===== config.mk =====
export PLATFORM = sky130hd
export DESIGN_NAME = snoop_wt_cache
export DESIGN_NICKNAME = d
export VERILOG_FILES = /design/src/rtl/snc_pkg.sv /design/src/rtl/snc_tag_store.sv /design/src/rtl/snc_line_data.sv /design/src/rtl/snc_ctrl.sv /design/src/rtl/snoop_wt_cache.sv
export SDC_FILE = /design/constraint.sdc
export NUM_CORES = 1
export LEC_CHECK = 0
export ABC_AREA = 1
export BUFFER_PORTS_ARGS = -buffer_cell sky130_fd_sc_hd__buf_2
export CAP_MARGIN = 20
export CORE_MARGIN = 3
export CORE_UTILIZATION = 25
export DETAILED_ROUTE_END_ITERATION = 8
export PLACE_DENSITY = 0.48
export SYNTH_ARGS = -nofsm -noshare
export SYNTH_HDL_FRONTEND = slang
export SYNTH_HIERARCHICAL = 1
export SYNTH_SLANG_ARGS = --single-unit

===== constraint.sdc =====
create_clock -name clk -period 9.87 [get_ports clk]
set_clock_uncertainty 0.2 [all_clocks]
set_input_delay 0.4935 -clock clk [delete_from_list [all_inputs] [get_ports clk]]
set_output_delay 0.4935 -clock clk [all_outputs]
set_load 0.1 [all_outputs]

===== src/rtl/snc_pkg.sv =====
package snc_pkg;

    typedef enum logic [1:0] {
        S_IDLE,
        S_WRITE,
        S_FILL_STALL,
        S_FILL_BG
    } snc_state_t;

endpackage


===== src/rtl/snc_tag_store.sv =====
module snc_tag_store #(
    parameter int LINES = 8,
    parameter int TAG_W = 5
) (
    input  logic                     clk,
    input  logic                     rst_n,
    input  logic [$clog2(LINES)-1:0] lk_line,
    input  logic [TAG_W-1:0]         lk_tag,
    output logic                     lk_hit,
    input  logic                     sn_en,
    input  logic [$clog2(LINES)-1:0] sn_line,
    input  logic [TAG_W-1:0]         sn_tag,
    input  logic                     fill_start,
    input  logic                     fill_done,
    input  logic [$clog2(LINES)-1:0] fl_line,
    input  logic [TAG_W-1:0]         fl_tag
);
    localparam int LINE_W = $clog2(LINES);

    logic [LINES-1:0] valid_q, valid_d;
    logic [TAG_W-1:0] tag_q [LINES];
    logic             fill_busy_q;
    logic             kill_q;
    logic             sn_fill_match;
    logic             sn_res_match;

    assign sn_fill_match = sn_en && (sn_line == fl_line) && (sn_tag == fl_tag);
    assign sn_res_match  = sn_en && valid_q[sn_line] && (tag_q[sn_line] == sn_tag);
    assign lk_hit        = valid_q[lk_line] && (tag_q[lk_line] == lk_tag);

    always_comb begin
        valid_d = valid_q;
        if (sn_res_match) begin
            valid_d[sn_line] = 1'b0;
        end
        if (fill_start) begin
            valid_d[fl_line] = 1'b0;
        end
        if (fill_done) begin
            valid_d[fl_line] = !(kill_q || sn_fill_match);
        end
    end

    always_ff @(posedge clk or negedge rst_n) begin
        if (!rst_n) begin
            valid_q     <= '0;
            fill_busy_q <= 1'b0;
            kill_q      <= 1'b0;
        end else begin
            valid_q <= valid_d;
            if (fill_start) begin
                fill_busy_q <= 1'b1;
                kill_q      <= sn_fill_match;
            end else begin
                if (fill_done) begin
                    fill_busy_q <= 1'b0;
                end
                if (fill_busy_q && sn_fill_match) begin
                    kill_q <= 1'b1;
                end
            end
        end
    end

    always_ff @(posedge clk) begin
        if (fill_start) begin
            tag_q[fl_line] <= fl_tag;
        end
    end

    // a matching bus write removes a resident block
    p_snoop_clears_r10: assert property (@(posedge clk) disable iff (!rst_n)
        sn_en && valid_q[sn_line] && (tag_q[sn_line] == sn_tag)
        |=> !valid_q[$past(sn_line)]);

    // the line under fill never reports a hit while the fill runs
    p_fill_line_invalid_r7: assert property (@(posedge clk) disable iff (!rst_n)
        fill_busy_q && !fill_start |-> !valid_q[fl_line]);

    // a bus write seen during the fill leaves the line invalid afterwards
    p_fill_kill_r11: assert property (@(posedge clk) disable iff (!rst_n)
        fill_busy_q && sn_fill_match |=> !valid_q[$past(fl_line)]);

endmodule


===== src/rtl/snc_line_data.sv =====
module snc_line_data #(
    parameter int LINES  = 8,
    parameter int WORDS  = 4,
    parameter int DATA_W = 16
) (
    input  logic                     clk,
    input  logic                     wr_en,
    input  logic [$clog2(LINES)-1:0] wr_line,
    input  logic [$clog2(WORDS)-1:0] wr_word,
    input  logic [DATA_W-1:0]        wr_data,
    input  logic [$clog2(LINES)-1:0] rd_line,
    input  logic [$clog2(WORDS)-1:0] rd_word,
    output logic [DATA_W-1:0]        rd_data
);
    localparam int IDX_W = $clog2(LINES) + $clog2(WORDS);
    localparam int DEPTH = LINES * WORDS;

    logic [DATA_W-1:0] store_q [DEPTH];
    logic [IDX_W-1:0]  wr_idx;
    logic [IDX_W-1:0]  rd_idx;

    assign wr_idx  = {wr_line, wr_word};
    assign rd_idx  = {rd_line, rd_word};
    assign rd_data = store_q[rd_idx];

    always_ff @(posedge clk) begin
        if (wr_en) begin
            store_q[wr_idx] <= wr_data;
        end
    end

endmodule


===== src/rtl/snc_ctrl.sv =====
module snc_ctrl
    import snc_pkg::*;
#(
    parameter int ADDR_W = 10,
    parameter int DATA_W = 16,
    parameter int LINES  = 8,
    parameter int WORDS  = 4
) (
    input  logic                     clk,
    input  logic                     rst_n,
    input  logic                     cpu_req,
    input  logic                     cpu_we,
    input  logic [ADDR_W-1:0]        cpu_addr,
    input  logic [DATA_W-1:0]        cpu_wdata,
    output logic [DATA_W-1:0]        cpu_rdata,
    output logic                     cpu_ack,
    output logic                     cpu_busy,
    input  logic                     hit,
    input  logic [DATA_W-1:0]        rd_data,
    output logic                     mem_req,
    output logic                     mem_we,
    output logic [ADDR_W-1:0]        mem_addr,
    output logic [DATA_W-1:0]        mem_wdata,
    input  logic [DATA_W-1:0]        mem_rdata,
    input  logic                     mem_ready,
    output logic                     fill_start,
    output logic                     fill_done,
    output logic [$clog2(LINES)-1:0] fl_line,
    output logic [ADDR_W-$clog2(LINES)-$clog2(WORDS)-1:0] fl_tag,
    output logic                     dw_en,
    output logic [$clog2(LINES)-1:0] dw_line,
    output logic [$clog2(WORDS)-1:0] dw_word,
    output logic [DATA_W-1:0]        dw_data
);
    localparam int WORD_W = $clog2(WORDS);
    localparam int LINE_W = $clog2(LINES);
    localparam int TAG_W  = ADDR_W - LINE_W - WORD_W;
    localparam logic [WORD_W-1:0] LAST_WORD = WORD_W'(WORDS - 1);

    snc_state_t        state_q, state_d;
    logic [LINE_W-1:0] fl_line_q;
    logic [TAG_W-1:0]  fl_tag_q;
    logic [WORD_W-1:0] want_q;
    logic [WORD_W-1:0] cnt_q;
    logic              beat;

    logic [WORD_W-1:0] cpu_word;
    logic [LINE_W-1:0] cpu_line;
    logic [TAG_W-1:0]  cpu_tag;

    assign cpu_word = cpu_addr[WORD_W-1:0];
    assign cpu_line = cpu_addr[WORD_W +: LINE_W];
    assign cpu_tag  = cpu_addr[ADDR_W-1 -: TAG_W];
    assign beat     = mem_ready && ((state_q == S_FILL_STALL) || (state_q == S_FILL_BG));

    // state register and fill bookkeeping
    always_ff @(posedge clk or negedge rst_n) begin
        if (!rst_n) begin
            state_q   <= S_IDLE;
            fl_line_q <= '0;
            fl_tag_q  <= '0;
            want_q    <= '0;
            cnt_q     <= '0;
        end else begin
            state_q <= state_d;
            if (fill_start) begin
                fl_line_q <= cpu_line;
                fl_tag_q  <= cpu_tag;
                want_q    <= cpu_word;
                cnt_q     <= '0;
            end else if (beat) begin
                cnt_q <= cnt_q + 1'b1;
            end
        end
    end

    // next state and outputs
    always_comb begin
        state_d    = state_q;
        cpu_ack    = 1'b0;
        cpu_rdata  = rd_data;
        cpu_busy   = 1'b0;
        mem_req    = 1'b0;
        mem_we     = 1'b0;
        mem_addr   = {fl_tag_q, fl_line_q, cnt_q};
        mem_wdata  = cpu_wdata;
        fill_start = 1'b0;
        fill_done  = 1'b0;
        fl_line    = fl_line_q;
        fl_tag     = fl_tag_q;
        dw_en      = 1'b0;
        dw_line    = fl_line_q;
        dw_word    = cnt_q;
        dw_data    = mem_rdata;
        unique case (state_q)
            S_IDLE: begin
                fl_line = cpu_line;
                fl_tag  = cpu_tag;
                if (cpu_req) begin
                    if (cpu_we) begin
                        state_d = S_WRITE;
                    end else if (hit) begin
                        cpu_ack = 1'b1;
                    end else begin
                        fill_start = 1'b1;
                        state_d    = S_FILL_STALL;
                    end
                end
            end
            S_WRITE: begin
                mem_req  = 1'b1;
                mem_we   = 1'b1;
                mem_addr = cpu_addr;
                if (mem_ready) begin
                    cpu_ack = 1'b1;
                    state_d = S_IDLE;
                    if (hit) begin
                        dw_en   = 1'b1;
                        dw_line = cpu_line;
                        dw_word = cpu_word;
                        dw_data = cpu_wdata;
                    end
                end
            end
            S_FILL_STALL, S_FILL_BG: begin
                mem_req  = 1'b1;
                cpu_busy = (state_q == S_FILL_STALL);
                if ((state_q == S_FILL_BG) && cpu_req && !cpu_we && hit) begin
                    cpu_ack = 1'b1;
                end
                if (mem_ready) begin
                    dw_en = 1'b1;
                    if ((state_q == S_FILL_STALL) && (cnt_q == want_q)) begin
                        cpu_ack   = 1'b1;
                        cpu_rdata = mem_rdata;
                        state_d   = S_FILL_BG;
                    end
                    if (cnt_q == LAST_WORD) begin
                        fill_done = 1'b1;
                        state_d   = S_IDLE;
                    end
                end
            end
            default: state_d = S_IDLE;
        endcase
    end

    // an acknowledge always answers a pending request
    p_ack_has_req_r3: assert property (@(posedge clk) disable iff (!rst_n)
        cpu_ack |-> cpu_req);

    // a hit from idle makes no memory request
    p_hit_silent_r3: assert property (@(posedge clk) disable iff (!rst_n)
        (state_q == S_IDLE) && cpu_ack |-> !mem_req);

    // a store completes only together with its memory write beat
    p_store_out_r8: assert property (@(posedge clk) disable iff (!rst_n)
        cpu_ack && cpu_we |-> mem_req && mem_we && mem_ready && (mem_wdata == cpu_wdata));

    // the word acknowledged during a stall is the one on the memory bus
    p_forward_r5: assert property (@(posedge clk) disable iff (!rst_n)
        cpu_busy && cpu_ack |-> mem_ready && (cpu_rdata == mem_rdata));

    // a fill read beat that is not the last is followed by another fill request
    p_fill_runs_r7: assert property (@(posedge clk) disable iff (!rst_n)
        mem_req && !mem_we && mem_ready && !fill_done |=> mem_req && !mem_we);

endmodule


===== src/rtl/snoop_wt_cache.sv =====
module snoop_wt_cache #(
    parameter int ADDR_W = 10,
    parameter int DATA_W = 16,
    parameter int LINES  = 8,
    parameter int WORDS  = 4
) (
    input  logic              clk,
    input  logic              rst_n,
    input  logic              cpu_req,
    input  logic              cpu_we,
    input  logic [ADDR_W-1:0] cpu_addr,
    input  logic [DATA_W-1:0] cpu_wdata,
    output logic [DATA_W-1:0] cpu_rdata,
    output logic              cpu_ack,
    output logic              cpu_busy,
    output logic              mem_req,
    output logic              mem_we,
    output logic [ADDR_W-1:0] mem_addr,
    output logic [DATA_W-1:0] mem_wdata,
    input  logic [DATA_W-1:0] mem_rdata,
    input  logic              mem_ready,
    input  logic              snoop_wr,
    input  logic [ADDR_W-1:0] snoop_addr
);
    localparam int WORD_W = $clog2(WORDS);
    localparam int LINE_W = $clog2(LINES);
    localparam int TAG_W  = ADDR_W - LINE_W - WORD_W;

    logic [WORD_W-1:0] cpu_word;
    logic [LINE_W-1:0] cpu_line;
    logic [TAG_W-1:0]  cpu_tag;
    logic [LINE_W-1:0] sn_line;
    logic [TAG_W-1:0]  sn_tag;
    logic              hit;
    logic [DATA_W-1:0] rd_data;
    logic              fill_start;
    logic              fill_done;
    logic [LINE_W-1:0] fl_line;
    logic [TAG_W-1:0]  fl_tag;
    logic              dw_en;
    logic [LINE_W-1:0] dw_line;
    logic [WORD_W-1:0] dw_word;
    logic [DATA_W-1:0] dw_data;

    assign cpu_word = cpu_addr[WORD_W-1:0];
    assign cpu_line = cpu_addr[WORD_W +: LINE_W];
    assign cpu_tag  = cpu_addr[ADDR_W-1 -: TAG_W];
    assign sn_line  = snoop_addr[WORD_W +: LINE_W];
    assign sn_tag   = snoop_addr[ADDR_W-1 -: TAG_W];

    snc_tag_store #(
        .LINES (LINES),
        .TAG_W (TAG_W)
    ) u_tags (
        .clk        (clk),
        .rst_n      (rst_n),
        .lk_line    (cpu_line),
        .lk_tag     (cpu_tag),
        .lk_hit     (hit),
        .sn_en      (snoop_wr),
        .sn_line    (sn_line),
        .sn_tag     (sn_tag),
        .fill_start (fill_start),
        .fill_done  (fill_done),
        .fl_line    (fl_line),
        .fl_tag     (fl_tag)
    );

    snc_line_data #(
        .LINES  (LINES),
        .WORDS  (WORDS),
        .DATA_W (DATA_W)
    ) u_data (
        .clk     (clk),
        .wr_en   (dw_en),
        .wr_line (dw_line),
        .wr_word (dw_word),
        .wr_data (dw_data),
        .rd_line (cpu_line),
        .rd_word (cpu_word),
        .rd_data (rd_data)
    );

    snc_ctrl #(
        .ADDR_W (ADDR_W),
        .DATA_W (DATA_W),
        .LINES  (LINES),
        .WORDS  (WORDS)
    ) u_ctrl (
        .clk        (clk),
        .rst_n      (rst_n),
        .cpu_req    (cpu_req),
        .cpu_we     (cpu_we),
        .cpu_addr   (cpu_addr),
        .cpu_wdata  (cpu_wdata),
        .cpu_rdata  (cpu_rdata),
        .cpu_ack    (cpu_ack),
        .cpu_busy   (cpu_busy),
        .hit        (hit),
        .rd_data    (rd_data),
        .mem_req    (mem_req),
        .mem_we     (mem_we),
        .mem_addr   (mem_addr),
        .mem_wdata  (mem_wdata),
        .mem_rdata  (mem_rdata),
        .mem_ready  (mem_ready),
        .fill_start (fill_start),
        .fill_done  (fill_done),
        .fl_line    (fl_line),
        .fl_tag     (fl_tag),
        .dw_en      (dw_en),
        .dw_line    (dw_line),
        .dw_word    (dw_word),
        .dw_data    (dw_data)
    );

endmodule


==> results.md <==
- Max Freq: 0.1805 GHz
- Tot Pwr: 6510 uW
- Clock Sinks: 576
- Crit path max-delay cell type: nor2_2
- Util after Layout: 29.30%
- Core area: 100,900 um^2
- Post-synthesis sequential area ratio: 67.06%
- Most frequent cells in the layout: nand2_1 (936), edfxtp_1 (552), nand3_1 (440)
- HP Class: input port to flop
- Status: finished, final reports clean
- Yosys reg bits: 576
- Setup Viol. Count Final: 0
- Tightest Pin Transition: 1.076 ns
- First-pass GRT wire length: 109.4 mm
- Root Buffer: clkbuf_16
- Global route overflow: 0
- Num rows: roughly 120
- Vias per cell: 4.470
- Pin count of the biggest net entering global routing: between 100 and 150
- Antenna Nets Post-Route: 0
- Chip Height: 326.1 um
- Peak supply drop: roughly 0.21 mV
- RSZ-0062 raised after global routing: no
- Yosys warns: 6
- Area leader, netlist: edfxtp_1
- H-tree depth: 3
- CP Cell Sequence: buf_2, buf_4, clkinv_1, a21oi_1, o21ai_0, o211ai_1, o21ai_0, xor2_1, nand2_1, nor2_1, nand3_2, buf_12, o21ai_0, nand3_1, nor2_2
- Most common library cell in the layout ignoring fill and taps: nand2_1
- CTS tree: yes
- DR vias: 17,620
- Endpoint class of the critical path: flop
- DR iter-0 viols: 1,403
- CTS resizes: 0
- FF-to-FF End: u_data/store_q[3][8]$_DFFE_PP_
- Hold slack: 0.05483 ns
- Leak: 0.01124 uW
- Total GRT Usage: 13.49%
- CP Launch Type: input port
- Post-route minimum period: ~5.5 ns
- Avg WL per Cell: between 15 and 20 um
- Cell Area, Synth: 25,610 um^2
- RR Startpoint: u_tags/tag_q[5][4]$_DFFE_PP_
- Worst Setup SP: cpu_addr[3]
- Arr. time, crit path: between 5 and 6 ns
- Max-slew violation count: 0
- Reg2reg path depth: 13
- Hold Fails Final Rpt: 0
- DRT Pass-1 Iters: 5
- Worst-skew pair later-pin latency: 0.58 ns
- Setup CP Type: input port to flop
- Worst Hold End: u_ctrl/fl_tag_q[2]$_DFFE_PN0P_
- CP dominant cell by count: o21ai_0
- Post-synthesis net count: 2,512
- Port Buf Inserts: 101
- Top post-synthesis cells by area: edfxtp_1 (65%), nand2_1 (14%), nand3_1 (8.6%), dfrtp_1 (2.3%), inv_1 (1.5%)
- Post-DP HPWL: 42.89 mm
- Post-route DRC: 0
- Worst Min Path Start: cpu_addr[7]
- Vias in the first global route: between 15,000 and 20,000
- Wirelength, routed: 73.50 mm
- Die Area: 106,300 um^2
- Pwr dens: 220.3 nW/um^2
- Initial Utilization: approximately a quarter
- Initial antenna violation count: 1
- Worst Path Required: a little under 10 ns
- Slowest cell delay on critical path: 1.01 ns
- Max Cap Viol: 0
- I/O Pins: 104
- Synthesized netlist cell count: 2,453
- GP Congestion: ~0.85
- Slew headroom: 28.17%
- Clock tree buffer depth: 3
- Synth cell types: 38
- Synth top area share: 64.72%
- Hold depth: 3
- Area added between synthesis and finish: 15.40%
- CTS clk-pin slew, worst paths: approximately 0.06 ns
- Die width: 326.1 um
- R2R Setup Slk: 5.14 ns
- Setup TNS: 0 ns
- Share of layout cells above drive strength 1: a little under an eighth
- Worst-path fanout max: 49
- CP Buf/Inv Count: 4
- CP delay by family, top: simple AND/OR/NAND/NOR gates
- Num CTS Buffers: 66
- NumNets Final: 2,595
- Syn avg cell area: 10.44 um^2
- Period utilization: 56.13%
==> worst max path at each step <==
stage,end,slack [ns],cells past startpoint
after detailed placement,u_data/store_q[15][0]$_DFFE_PP_,3.12,14
after floorplan,u_data/store_q[0][0]$_DFFE_PP_,5.92,13
after global placement,u_data/store_q[12][4]$_DFFE_PP_,3.23,14
after global routing,u_data/store_q[13][3]$_DFFE_PP_,3.90,17
after CTS,u_data/store_q[15][5]$_DFFE_PP_,3.72,14
final,u_data/store_q[3][8]$_DFFE_PP_,4.33,15
==> metal layers <==
| metal | global-route usage, % | vias to the layer above | share of wire [%] |
|---|---|---|---|
| met1 | 18.56 | 8517 | 46 |
| met5 | 0 | - | 0 |
| met3 | 2.063 | 96 | 5.3 |
| met4 | 3.790 | 0 | 2.1 |
| li1 | - | 8526 | - |
| met2 | 22.05 | 483 | 47 |
==> layout make-up <==
| cell class | count | area [um^2] |
|---|---|---|
| Multi-Input combinational cell | 1616 | 7093 |
| Clock inverter | 28 | 279.0 |
| Inverter | 114 | 439.2 |
| Timing Repair Buffer | 162 | 1027 |
| Antenna cell | 1 | 2.502 |
| Sequential cell | 576 | 17180 |
| Tap cell | 1357 | 1698 |
| Fill cell | 10470 | 71320 |
| Clock buffer | 88 | 1841 |
==> worst reg2reg max path, stage by stage (launching register included) <==
cell and delay, ns:
edfxtp_1 0.36, inv_1 0.08, a21oi_1 0.06, o21ai_0 0.13, o21ai_0 0.11, o21ai_0 0.20, xor2_1 0.17, nand2_1 0.06
nor2_1 0.25, nand3_2 0.42, buf_12 0.35, o21ai_0 0.37, nand3_1 0.57, nor2_2 1.02
==> cell families (layout without fill, tap and decap cells) <==
kind of cell / Yosys count / after routing / synth area share, %
simple gates: 1490 / 1490 / 24.60
flops: 576 / 576 / 67.06
buf+inv: 261 / 392 / 5.613
compound gates: 119 / 119 / 2.467
xor+xnor: 6 / 6 / 0.2052
fa+ha+maj: 1 / 1 / 0.04884
other cells: 0 / 1 / 0
==> repair_timing <==
action / 4_1_cts / 5_1_grt
endpoints found under the setup margin: 0 / 0
endpoints found under the hold margin: 26 / 0
setup buffers: 0 / 0
hold buffers: 3 / 0
==> cells in the mapped netlist <==
cell type / count
xnor2_1: 3
or2_2: 2
nor3b_1: 3
buf_1: 2
nand4_1: 10
buf_8: 1
nand2_1: 936
edfxtp_1: 552
clkinv_2: 1
o211ai_2: 1
buf_6: 25
inv_6: 1
ha_1: 1
nand3_1: 440
xor2_1: 3
nand2_2: 2
inv_2: 7
nand4_4: 1
nor4_2: 1
o21bai_1: 1
nand3_2: 4
clkbuf_1: 25
nor2_2: 3
a21boi_1: 1
nor2_1: 76
a21oi_1: 20
nor3_1: 6
o22ai_1: 5
buf_2: 45
buf_4: 48
o21ai_1: 14
dfrtp_1: 24
buf_12: 1
inv_1: 101
nor2_4: 6
o21ai_0: 70
o211ai_1: 7
clkinv_1: 4
==> per-stage QoR <==
stage | worst slack [ns] | instances | cell area (um^2)
2_1_floorplan | 5.925 | 2453 | 25610
3_3_place_gp | 3.226 | 3816 | 27320
3_5_place_dp | 3.121 | 3816 | 27320
4_1_cts | 3.723 | 3935 | 29470
5_1_grt | 3.900 | 3941 | 29550
6_report | 4.330 | 3942 | 29560
==> flip-flops by register name, summed over array words and instances, names as in the netlist <==
signal,cells
u_ctrl/want_q,2
u_tags/tag_q,40
u_data/store_q,512
u_ctrl/state_q,2
u_ctrl/fl_line_q,3
u_ctrl/fl_tag_q,5
u_ctrl/cnt_q,2
u_tags/valid_q,8
u_tags/fill_busy_q,1
u_tags/kill_q,1
==> where the power goes <==
part	internal [uW]	switching (uW)	leakage [uW]
Combinational	245	988	0.00495
Clock	1460	947	0.00103
Sequential	2820	47.9	0.00526
No activity file was read; power rests on OpenSTA's default activity.
